### config.mk
export PLATFORM = sky130hd
export DESIGN_NAME = wdt_twostage
export DESIGN_NICKNAME = d
export VERILOG_FILES = /design/src/rtl/wdt2_pkg.sv /design/src/rtl/wdt2_decode.sv /design/src/rtl/wdt2_regs.sv /design/src/rtl/wdt2_counter.sv /design/src/rtl/wdt_twostage.sv
export SDC_FILE = /design/constraint.sdc
export NUM_CORES = 1
export LEC_CHECK = 0
export ABC_AREA = 0
export CORE_MARGIN = 8
export CORE_UTILIZATION = 40
export CTS_BUF_LIST = sky130_fd_sc_hd__clkbuf_8
export DETAILED_ROUTE_END_ITERATION = 12
export HOLD_SLACK_MARGIN = 0.03
export SYNTH_ARGS = -nofsm -noshare
export SYNTH_HDL_FRONTEND = slang
export SYNTH_HIERARCHICAL = 1
export SYNTH_SLANG_ARGS = --single-unit
### constraint.sdc
create_clock -name clk -period 3.1 [get_ports clk]
set_input_delay 0.465 -clock clk [delete_from_list [all_inputs] [get_ports clk]]
set_output_delay 0.465 -clock clk [all_outputs]
set_load 0.005 [all_outputs]
### src/rtl/wdt2_pkg.sv
package wdt2_pkg;
  // register byte offsets; offset = 2 * register index
  localparam int NREG     = 6;
  localparam int REG_CUR  = 0;
  localparam int REG_INIT = 1;
  localparam int REG_STS1 = 2;
  localparam int REG_STS2 = 3;
  localparam int REG_CTRL = 4;
  localparam int REG_NORB = 5;

  // bit positions that software decodes
  localparam int BIT_TO   = 3;
  localparam int BIT_SEC  = 1;
  localparam int BIT_BOOT = 2;
  localparam int BIT_HALT = 11;
  localparam int BIT_NORB = 0;

  localparam int MIN_INIT = 4;

  typedef struct packed {
    logic to;
    logic sec;
    logic boot;
  } wdt_sts_t;
endpackage

### src/rtl/wdt2_decode.sv
module wdt2_decode
  import wdt2_pkg::*;
#(
  parameter int ADDR_W = 4
) (
  input  logic              bus_wr,
  input  logic [ADDR_W-1:0] bus_addr,
  output logic [NREG-1:0]   wr_sel,
  output logic [NREG-1:0]   rd_sel
);
  for (genvar i = 0; i < NREG; i++) begin : g_sel
    assign rd_sel[i] = (bus_addr == ADDR_W'(2 * i));
    assign wr_sel[i] = bus_wr && rd_sel[i];
  end
endmodule

### src/rtl/wdt2_regs.sv
module wdt2_regs
  import wdt2_pkg::*;
#(
  parameter int DATA_W   = 16,
  parameter int CNT_W    = 10,
  parameter int INIT_DEF = 50
) (
  input  logic              clk,
  input  logic              rst_n,
  input  logic [NREG-1:0]   wr_sel,
  input  logic [DATA_W-1:0] wdata,
  input  logic              expire,
  input  logic              boot_fail,
  output logic [CNT_W-1:0]  init_val,
  output logic [DATA_W-1:0] init_word,
  output logic              halt,
  output logic              norb,
  output wdt_sts_t          sts
);
  localparam int SPARE_W = DATA_W - CNT_W;

  logic [CNT_W-1:0] init_q;
  wdt_sts_t         sts_q;
  logic             halt_q, norb_q;

  always_ff @(posedge clk or negedge rst_n) begin
    if (!rst_n) begin
      init_q <= CNT_W'(INIT_DEF);
    end else if (wr_sel[REG_INIT] && (wdata[CNT_W-1:0] >= CNT_W'(MIN_INIT))) begin
      init_q <= wdata[CNT_W-1:0];
    end
  end

  if (SPARE_W > 0) begin : g_spare
    logic [SPARE_W-1:0] spare_q;
    always_ff @(posedge clk or negedge rst_n) begin
      if (!rst_n)                spare_q <= '0;
      else if (wr_sel[REG_INIT]) spare_q <= wdata[DATA_W-1:CNT_W];
    end
    assign init_word = {spare_q, init_q};
  end else begin : g_nospare
    assign init_word = init_q;
  end

  always_ff @(posedge clk or negedge rst_n) begin
    if (!rst_n) begin
      halt_q <= 1'b1;
      norb_q <= 1'b1;
    end else begin
      if (wr_sel[REG_CTRL]) halt_q <= wdata[BIT_HALT];
      if (wr_sel[REG_NORB]) norb_q <= wdata[BIT_NORB];
    end
  end

  // status: a set event wins over a same-cycle clear
  always_ff @(posedge clk or negedge rst_n) begin
    if (!rst_n) begin
      sts_q <= '0;
    end else begin
      if (expire)                                   sts_q.to <= 1'b1;
      else if (wr_sel[REG_STS1] && wdata[BIT_TO])   sts_q.to <= 1'b0;
      if (expire && sts_q.to)                       sts_q.sec <= 1'b1;
      else if (wr_sel[REG_STS2] && wdata[BIT_SEC])  sts_q.sec <= 1'b0;
      if (boot_fail)                                sts_q.boot <= 1'b1;
      else if (wr_sel[REG_STS2] && wdata[BIT_BOOT]) sts_q.boot <= 1'b0;
    end
  end

  assign init_val = init_q;
  assign halt     = halt_q;
  assign norb     = norb_q;
  assign sts      = sts_q;
endmodule

### src/rtl/wdt2_counter.sv
module wdt2_counter #(
  parameter int CNT_W    = 10,
  parameter int INIT_DEF = 50
) (
  input  logic             clk,
  input  logic             rst_n,
  input  logic             tick,
  input  logic             halt,
  input  logic             reload,
  input  logic [CNT_W-1:0] init_val,
  output logic [CNT_W-1:0] cnt,
  output logic             expire
);
  logic [CNT_W-1:0] cnt_q;
  logic             step;

  assign step   = tick && !halt && !reload;
  assign expire = step && (cnt_q == '0);

  always_ff @(posedge clk or negedge rst_n) begin
    if (!rst_n)      cnt_q <= CNT_W'(INIT_DEF);
    else if (reload) cnt_q <= init_val;
    else if (expire) cnt_q <= init_val;
    else if (step)   cnt_q <= cnt_q - 1'b1;
  end

  assign cnt = cnt_q;
endmodule

### src/rtl/wdt_twostage.sv
module wdt_twostage
  import wdt2_pkg::*;
#(
  parameter int ADDR_W   = 4,
  parameter int DATA_W   = 16,
  parameter int CNT_W    = 10,
  parameter int INIT_DEF = 50
) (
  input  logic              clk,
  input  logic              rst_n,
  input  logic              tick,
  input  logic              bus_wr,
  input  logic [ADDR_W-1:0] bus_addr,
  input  logic [DATA_W-1:0] bus_wdata,
  output logic [DATA_W-1:0] bus_rdata,
  input  logic              boot_fail,
  output logic              rst_req
);
  logic [NREG-1:0]   wr_sel, rd_sel;
  logic [CNT_W-1:0]  init_val, cnt;
  logic [DATA_W-1:0] init_word;
  logic              halt, norb, expire, rst_q;
  wdt_sts_t          sts;

  wdt2_decode #(.ADDR_W(ADDR_W)) u_dec (
    .bus_wr(bus_wr), .bus_addr(bus_addr), .wr_sel(wr_sel), .rd_sel(rd_sel)
  );

  wdt2_regs #(.DATA_W(DATA_W), .CNT_W(CNT_W), .INIT_DEF(INIT_DEF)) u_regs (
    .clk(clk), .rst_n(rst_n), .wr_sel(wr_sel), .wdata(bus_wdata),
    .expire(expire), .boot_fail(boot_fail), .init_val(init_val),
    .init_word(init_word), .halt(halt), .norb(norb), .sts(sts)
  );

  wdt2_counter #(.CNT_W(CNT_W), .INIT_DEF(INIT_DEF)) u_cnt (
    .clk(clk), .rst_n(rst_n), .tick(tick), .halt(halt),
    .reload(wr_sel[REG_CUR]), .init_val(init_val), .cnt(cnt), .expire(expire)
  );

  // reset request: second expiry, gate open
  always_ff @(posedge clk or negedge rst_n) begin
    if (!rst_n) rst_q <= 1'b0;
    else        rst_q <= expire && sts.to && !norb;
  end
  assign rst_req = rst_q;

  always_comb begin
    bus_rdata = '0;
    if (rd_sel[REG_CUR])  bus_rdata[CNT_W-1:0] = cnt;
    if (rd_sel[REG_INIT]) bus_rdata = init_word;
    if (rd_sel[REG_STS1]) bus_rdata[BIT_TO] = sts.to;
    if (rd_sel[REG_STS2]) begin
      bus_rdata[BIT_SEC]  = sts.sec;
      bus_rdata[BIT_BOOT] = sts.boot;
    end
    if (rd_sel[REG_CTRL]) bus_rdata[BIT_HALT] = halt;
    if (rd_sel[REG_NORB]) bus_rdata[BIT_NORB] = norb;
  end
endmodule

; Word-level counts from Yosys, hierarchy flattened
; Cells that the tools add are included.
[word_totals]
ff_bits = 32
wordCells = 55
[op_classes]
n_addsub = 1
order_cmp = 1
n_eq_ne = 5
n_mux = 15
n_reduce_logical = 24
[op_table]
columns = op, count
row1 = 10-bit 2-to-1 mux, 4
row2 = 16-bit 2-to-1 mux, 1
row3 = 1-bit logical AND, 15
row4 = "10-bit by 3-bit greater-or-equal comparator with 1-bit output, second input constant", 1
row5 = 10-bit logical NOT, 1
row6 = "10-bit by 1-bit subtractor with 10-bit output, second input constant", 1
row7 = 1-bit 2-to-1 mux, 9
row8 = "4-bit by 3-bit equality test with 1-bit output, second input constant", 2
row9 = "4-bit equality test, second input constant", 2
row10 = 2-bit nonzero test, 3
row11 = "4-bit by 2-bit equality test with 1-bit output, second input constant", 1
row12 = 4-bit logical NOT, 1
row13 = 1-bit logical NOT, 3
row14 = 3-bit nonzero test, 1
row15 = 2-bit 2-to-1 mux, 1

; Longest topological paths before layout
[depth]
depth_word = 7
ltp_mapped = 7

; Modules after synthesis
; Netlist, hierarchy kept.
[by_module_without_submodules]
columns = mod, n_inst, cells_each, area_per_inst_um2, seq_area_each_um2
row1 = wdt2_regs, 1, 59, 883.3, 531.8
row2 = wdt2_counter, 1, 80, 758.2, 254.0
row3 = wdt_twostage, 1, 38, 245.2, 25.0
row4 = wdt2_decode, 1, 18, 131.4, 0.0

; Worst setup path before layout
; OpenSTA, ideal clock, no wires.
[synth_timing]
path_kind = input to output
startpoint = input port bus_addr[1]
endpoint = output port bus_rdata[4]
t_arrival_ns = 1.438
t_required_ns = 2.635
path_slack_ns = 1.197
cell_stages = 3
cell_sequence = nor4_1 -> and2b_1 -> a22o_1
[synth_between]
elab_chain_len = 3
[synth_lines]
columns = element, line_no
row1 = "start, declared", wdt_twostage.sv:13  ; input logic [ADDR_W-1:0] bus_addr,
row2 = 4-bit logical NOT, wdt2_decode.sv:12  ; assign rd_sel[i] = (bus_addr == ADDR_W'(2 * i));
row3 = 10-bit 2-to-1 mux, wdt_twostage.sv:49  ; if (rd_sel[REG_CUR]) bus_rdata[CNT_W-1:0] = cnt;
row4 = 16-bit 2-to-1 mux *, wdt_twostage.sv:50  ; if (rd_sel[REG_INIT]) bus_rdata = init_word;
row5 = "end, declared", wdt_twostage.sv:15  ; output logic [DATA_W-1:0] bus_rdata,
; Mark *: on every way between the ends. The rest lies on a longest branch, timed or not.

; Worst setup path in the final report
[layout_timing]
startpoint = input port bus_addr[1]
endpoint = output port bus_rdata[6]
[layout_lines]
columns = element, line_no
row1 = 4-bit by 2-bit equality test with 1-bit output, wdt2_decode.sv:12
row2 = net rd_sel[1], wdt_twostage.sv:19  ; logic [NREG-1:0] wr_sel, rd_sel;
row3 = 16-bit 2-to-1 mux, wdt_twostage.sv:50
; The timed path passes the listed nets, and every way through them passes these cells.

==> out/metrics.cfg <==
[outcome]
run_status = completed

[synth]
synth.lib_cells_used.distinct = 63
synth-warning-count = 6
async_set_or_reset_flop_fraction_in_the_synthesized_netlist = 1.000
synth.area.top_cells = sky130_fd_sc_hd__dfrtp_1 (30%), sky130_fd_sc_hd__dfstp_2 (10%), sky130_fd_sc_hd__mux2_2 (7.8%)
synth_largest_area_cell = sky130_fd_sc_hd__dfrtp_1
post_synth.cell_area_avg_um2 = 10.35
area_share_of_the_largest_cell_type_after_synthesis = 0.2976
edff_count_synth = 0
post_synth_inst_count = 195
synthesis.nets = 222
synth_area_um2 = 2018
synth.yosys.seq_area_share = 0.4017
ys_ff_latch = 32
synth_ff_type = sky130_fd_sc_hd__dfrtp_1

[floorplan]
floorplan_core_area_um2 = 4977
start_util = 0.4055
pin_count = 42
dieArea_um2 = 7574
rows = 26
die_width_um = 87.03
dieHeight_um = 87.03

[worst_setup_path]
worstReg2RegEnd = u_cnt/cnt[7]
cp.arrival_ns = 2.47
crit_path_start = bus_addr[1]
timing.reg2reg.setup_slack_ns = 1.11
worstRegToRegCells = 7
critical_path.endpoint_type = primary output
cp.required_ns = 2.63
cp_startpoint_kind = input pin
r2r-start = u_cnt/cnt[1]
path_class = in -> out
timing.critical_path.fanout_max = 11

[detailed_routing]
drt_first_pass_iters = 5
antenna_left = 0
detail_route.drc_violations = 0
wl_per_cell_um = 16.60
first_iter_violations = 126
route.vias.total = 1642
vias_per_cell = 5.349
aggregate_routed_wire_length_mm = 5.096

[clock_network]
clock_tree_from_tritoncts = built
cts_root_buf = sky130_fd_sc_hd__clkbuf_8
cts.repair_timing.setup_buffer_count = 0
cts_resized = 0
holdBufCountCts = 0
max-clock-path-buffers = 2
number_of_buffers_inserted_during_clock_tree_synthesis = 5
cts.sink_count = 32
cts_htree_levels = 2
clock_latency_reported_for_the_late_side_of_the_worst_skew_pair_ns = 0.28
clk_transition_reported_paths_ns = 0.07

[timing]
report.final.hold_viol_count = 0
timing.final.crit_period_ns = 2.937
setup_total_negative_slack_ns = 0
timing_max_transition_violations_final = 0
achievable_frequency_ghz = 0.3404
unrepaired_setup_endpoints_after_global_routing = false
finalClockSkew_ns = 0.002332
setup_ws_ns = 0.1626
finalSetupViolations = 0
fin_crit_sh = 0.9475
max-slew-margin-rel = 0.4757
worst-slew-pin-transition_ns = 0.7782

[place]
place_congestion = 0.8132
port_buffers = 41
place.detailed.hpwl_mm = 3.907
dp_worst_setup_slack_ns = 0.1593
post-place-cells = 299

[power_and_ir_drop]
power.share.combinational = 0.266
power_switching_w = 0.0004810
ir_worst_vdd_v = 0.0002123
sw_frac_of_total = 0.3421
power.static_leakage_nw = 1.003
total_power_w = 0.001406
internal_power_w = 0.0009249
power_density_nw_per_um2 = 548.9
clock_power_share = 0.235
p_seq_frac = 0.499

[cells_and_area]
flow.area_growth_from_synthesis_pct = 26.91
antenna_cells_inserted = 0
layout-drive-gt1-share = 0.2363
num-fill-cells = 477
stdcell_count = 307
fin_nets = 263

[grt]
grt_pass1_vias = 1671
grt_start_max_net_pins = 33
track_usage = 0.1481
grt_overflow = 0
grt_antenna_before_repair = 0
first_pass_grt_wire_length_mm = 8.728

[job]
timing.max_cap.violations = 0

[worst_hold_path]
hold_path_stages = 1
hp-class = reg -> reg
hold_path.startpoint = u_regs/g_spare.spare_q[4]
whs_endpoint = u_regs/g_spare.spare_q[4]

-- synthesized netlist by cell type (2+ instances only) --
master / count
sky130_fd_sc_hd__dfrtp_1: 24
sky130_fd_sc_hd__mux2_2: 14
sky130_fd_sc_hd__nand2_1: 14
sky130_fd_sc_hd__buf_4: 11
sky130_fd_sc_hd__a21oi_1: 10
sky130_fd_sc_hd__nor2_1: 10
sky130_fd_sc_hd__dfstp_2: 8
sky130_fd_sc_hd__nor3_1: 8
sky130_fd_sc_hd__a22o_1: 6
sky130_fd_sc_hd__inv_1: 6
sky130_fd_sc_hd__nand3b_1: 6
sky130_fd_sc_hd__and2_1: 5
sky130_fd_sc_hd__mux2_1: 4
sky130_fd_sc_hd__nor2b_1: 4
sky130_fd_sc_hd__nand3_1: 3
sky130_fd_sc_hd__nand4_1: 3
sky130_fd_sc_hd__o21ai_0: 3
sky130_fd_sc_hd__o21ai_1: 3
sky130_fd_sc_hd__a21o_1: 2
sky130_fd_sc_hd__a41oi_1: 2
sky130_fd_sc_hd__ha_1: 2
sky130_fd_sc_hd__nand2b_2: 2
sky130_fd_sc_hd__nor3_2: 2
sky130_fd_sc_hd__nor3b_1: 2
sky130_fd_sc_hd__nor4_2: 2
sky130_fd_sc_hd__o22a_1: 2
-- area by class of cell --
class / count / area, um2 / area share
multi-input combinational: 141 / 1074 / 0.4191
tap: 70 / 87.58 / 0.03420
inverter: 7 / 26.28 / 0.01026
clock inverter: 2 / 10.01 / 0.003908
timing repair buffer: 49 / 470.5 / 0.1837
sequential: 32 / 810.8 / 0.3166
clock buffer: 6 / 82.58 / 0.03224
-- through the flow --
step,hold WS [ns],utilization,cell area (um2)
4_1_cts,0.5045,0.5146,2561
6_report,0.5022,0.5146,2561
5_1_grt,0.5241,0.5146,2561
2_1_floorplan,0.1694,-,2018
3_5_place_dp,0.4858,0.4960,2469
3_3_place_gp,0.4760,0.4960,2469
-- state kept, by name, indices dropped and copies added (netlist names) --
| name | cells |
|---|---|
| u_regs/init_val | 10 |
| u_regs/halt | 1 |
| rst_req | 1 |
| u_cnt/cnt | 10 |
| u_regs/sts | 3 |
| u_regs/g_spare.spare_q | 6 |
| u_regs/norb | 1 |
-- worst max-delay path: stages --
cell and delay [ns]:
sky130_fd_sc_hd__clkdlybuf4s50_1 0.61, sky130_fd_sc_hd__nand2b_2 0.16, sky130_fd_sc_hd__nor3_2 0.15, sky130_fd_sc_hd__buf_4 0.19, sky130_fd_sc_hd__and2b_1 0.25, sky130_fd_sc_hd__a22o_1 0.20
sky130_fd_sc_hd__clkdlybuf4s50_1 0.45
-- worst max path at each step --
stage / to / slack [ns] / depth (start not counted)
after CTS: bus_rdata[6] / 0.15 / 7
after global placement: bus_rdata[8] / 0.19 / 6
after detailed placement: bus_rdata[6] / 0.16 / 7
after floorplan: bus_rdata[4] / 1.20 / 3
final: bus_rdata[6] / 0.16 / 7
after global routing: bus_rdata[6] / 0.0002 / 7
-- power groups by stage --
stage          Clock, W  Combinational, W  Sequential, W
2_1_floorplan         0          0.000297       0.000657
3_3_place_gp          0          0.000371       0.000712
3_5_place_dp          0          0.000373       0.000711
4_1_cts        0.000343          0.000374       0.000703
5_1_grt        0.000363          0.000421       0.000723
6_report       0.000330          0.000373       0.000702
-- layout by cell type (no fill, tap or decap), types with 2 or more instances in the layout --
cell type                         netlist  routed
sky130_fd_sc_hd__dfstp_2                8       8
sky130_fd_sc_hd__and2_1                 5       5
sky130_fd_sc_hd__ha_1                   2       2
sky130_fd_sc_hd__dfrtp_1               24      24
sky130_fd_sc_hd__clkdlybuf4s50_1        0      41
sky130_fd_sc_hd__nor2b_1                4       4
sky130_fd_sc_hd__nor4_2                 2       2
sky130_fd_sc_hd__nand2_1               14      14
sky130_fd_sc_hd__nor3_2                 2       2
sky130_fd_sc_hd__inv_1                  6       6
sky130_fd_sc_hd__nand4_1                3       3
sky130_fd_sc_hd__a41oi_1                2       2
sky130_fd_sc_hd__mux2_1                 4       4
sky130_fd_sc_hd__a21oi_1               10      10
sky130_fd_sc_hd__clkinv_2               0       2
sky130_fd_sc_hd__o21ai_1                3       3
sky130_fd_sc_hd__o22a_1                 2       2
sky130_fd_sc_hd__nand3b_1               6       6
sky130_fd_sc_hd__nor3_1                 8       8
sky130_fd_sc_hd__a22o_1                 6       6
sky130_fd_sc_hd__nand3_1                3       3
sky130_fd_sc_hd__nor3b_1                2       2
sky130_fd_sc_hd__buf_4                 11       8
sky130_fd_sc_hd__mux2_2                14      14
sky130_fd_sc_hd__a21o_1                 2       2
sky130_fd_sc_hd__o21ai_0                3       3
sky130_fd_sc_hd__clkbuf_8               0       6
sky130_fd_sc_hd__nor2_1                10      10
sky130_fd_sc_hd__nand2b_2               2       2
-- per-layer routing --
| layer | share of wire | routed length, um | global-route usage | up-vias |
|---|---|---|---|---|
| li1 | - | - | - | 798 |
| met1 | 0.45 | 2296 | 0.1887 | 798 |
| met2 | 0.48 | 2441 | 0.2311 | 39 |
| met3 | 0.056 | 285 | 0.04340 | 7 |
| met4 | 0.014 | 72 | 0.05164 | 0 |
| met5 | 0 | 0 | 0 | - |
-- cells by family (layout without fill, tap and decap cells) --
family	after synthesis	after routing	synth area share
adders and majority gates	2	2	0.01240
buffers and inverters	22	64	0.06633
DFF	32	32	0.4017
muxes	19	19	0.1054
AOI/OAI and AO/OA	43	43	0.1643
and+or+nand+nor	77	77	0.2499
Power figures use the tool's default switching activity.
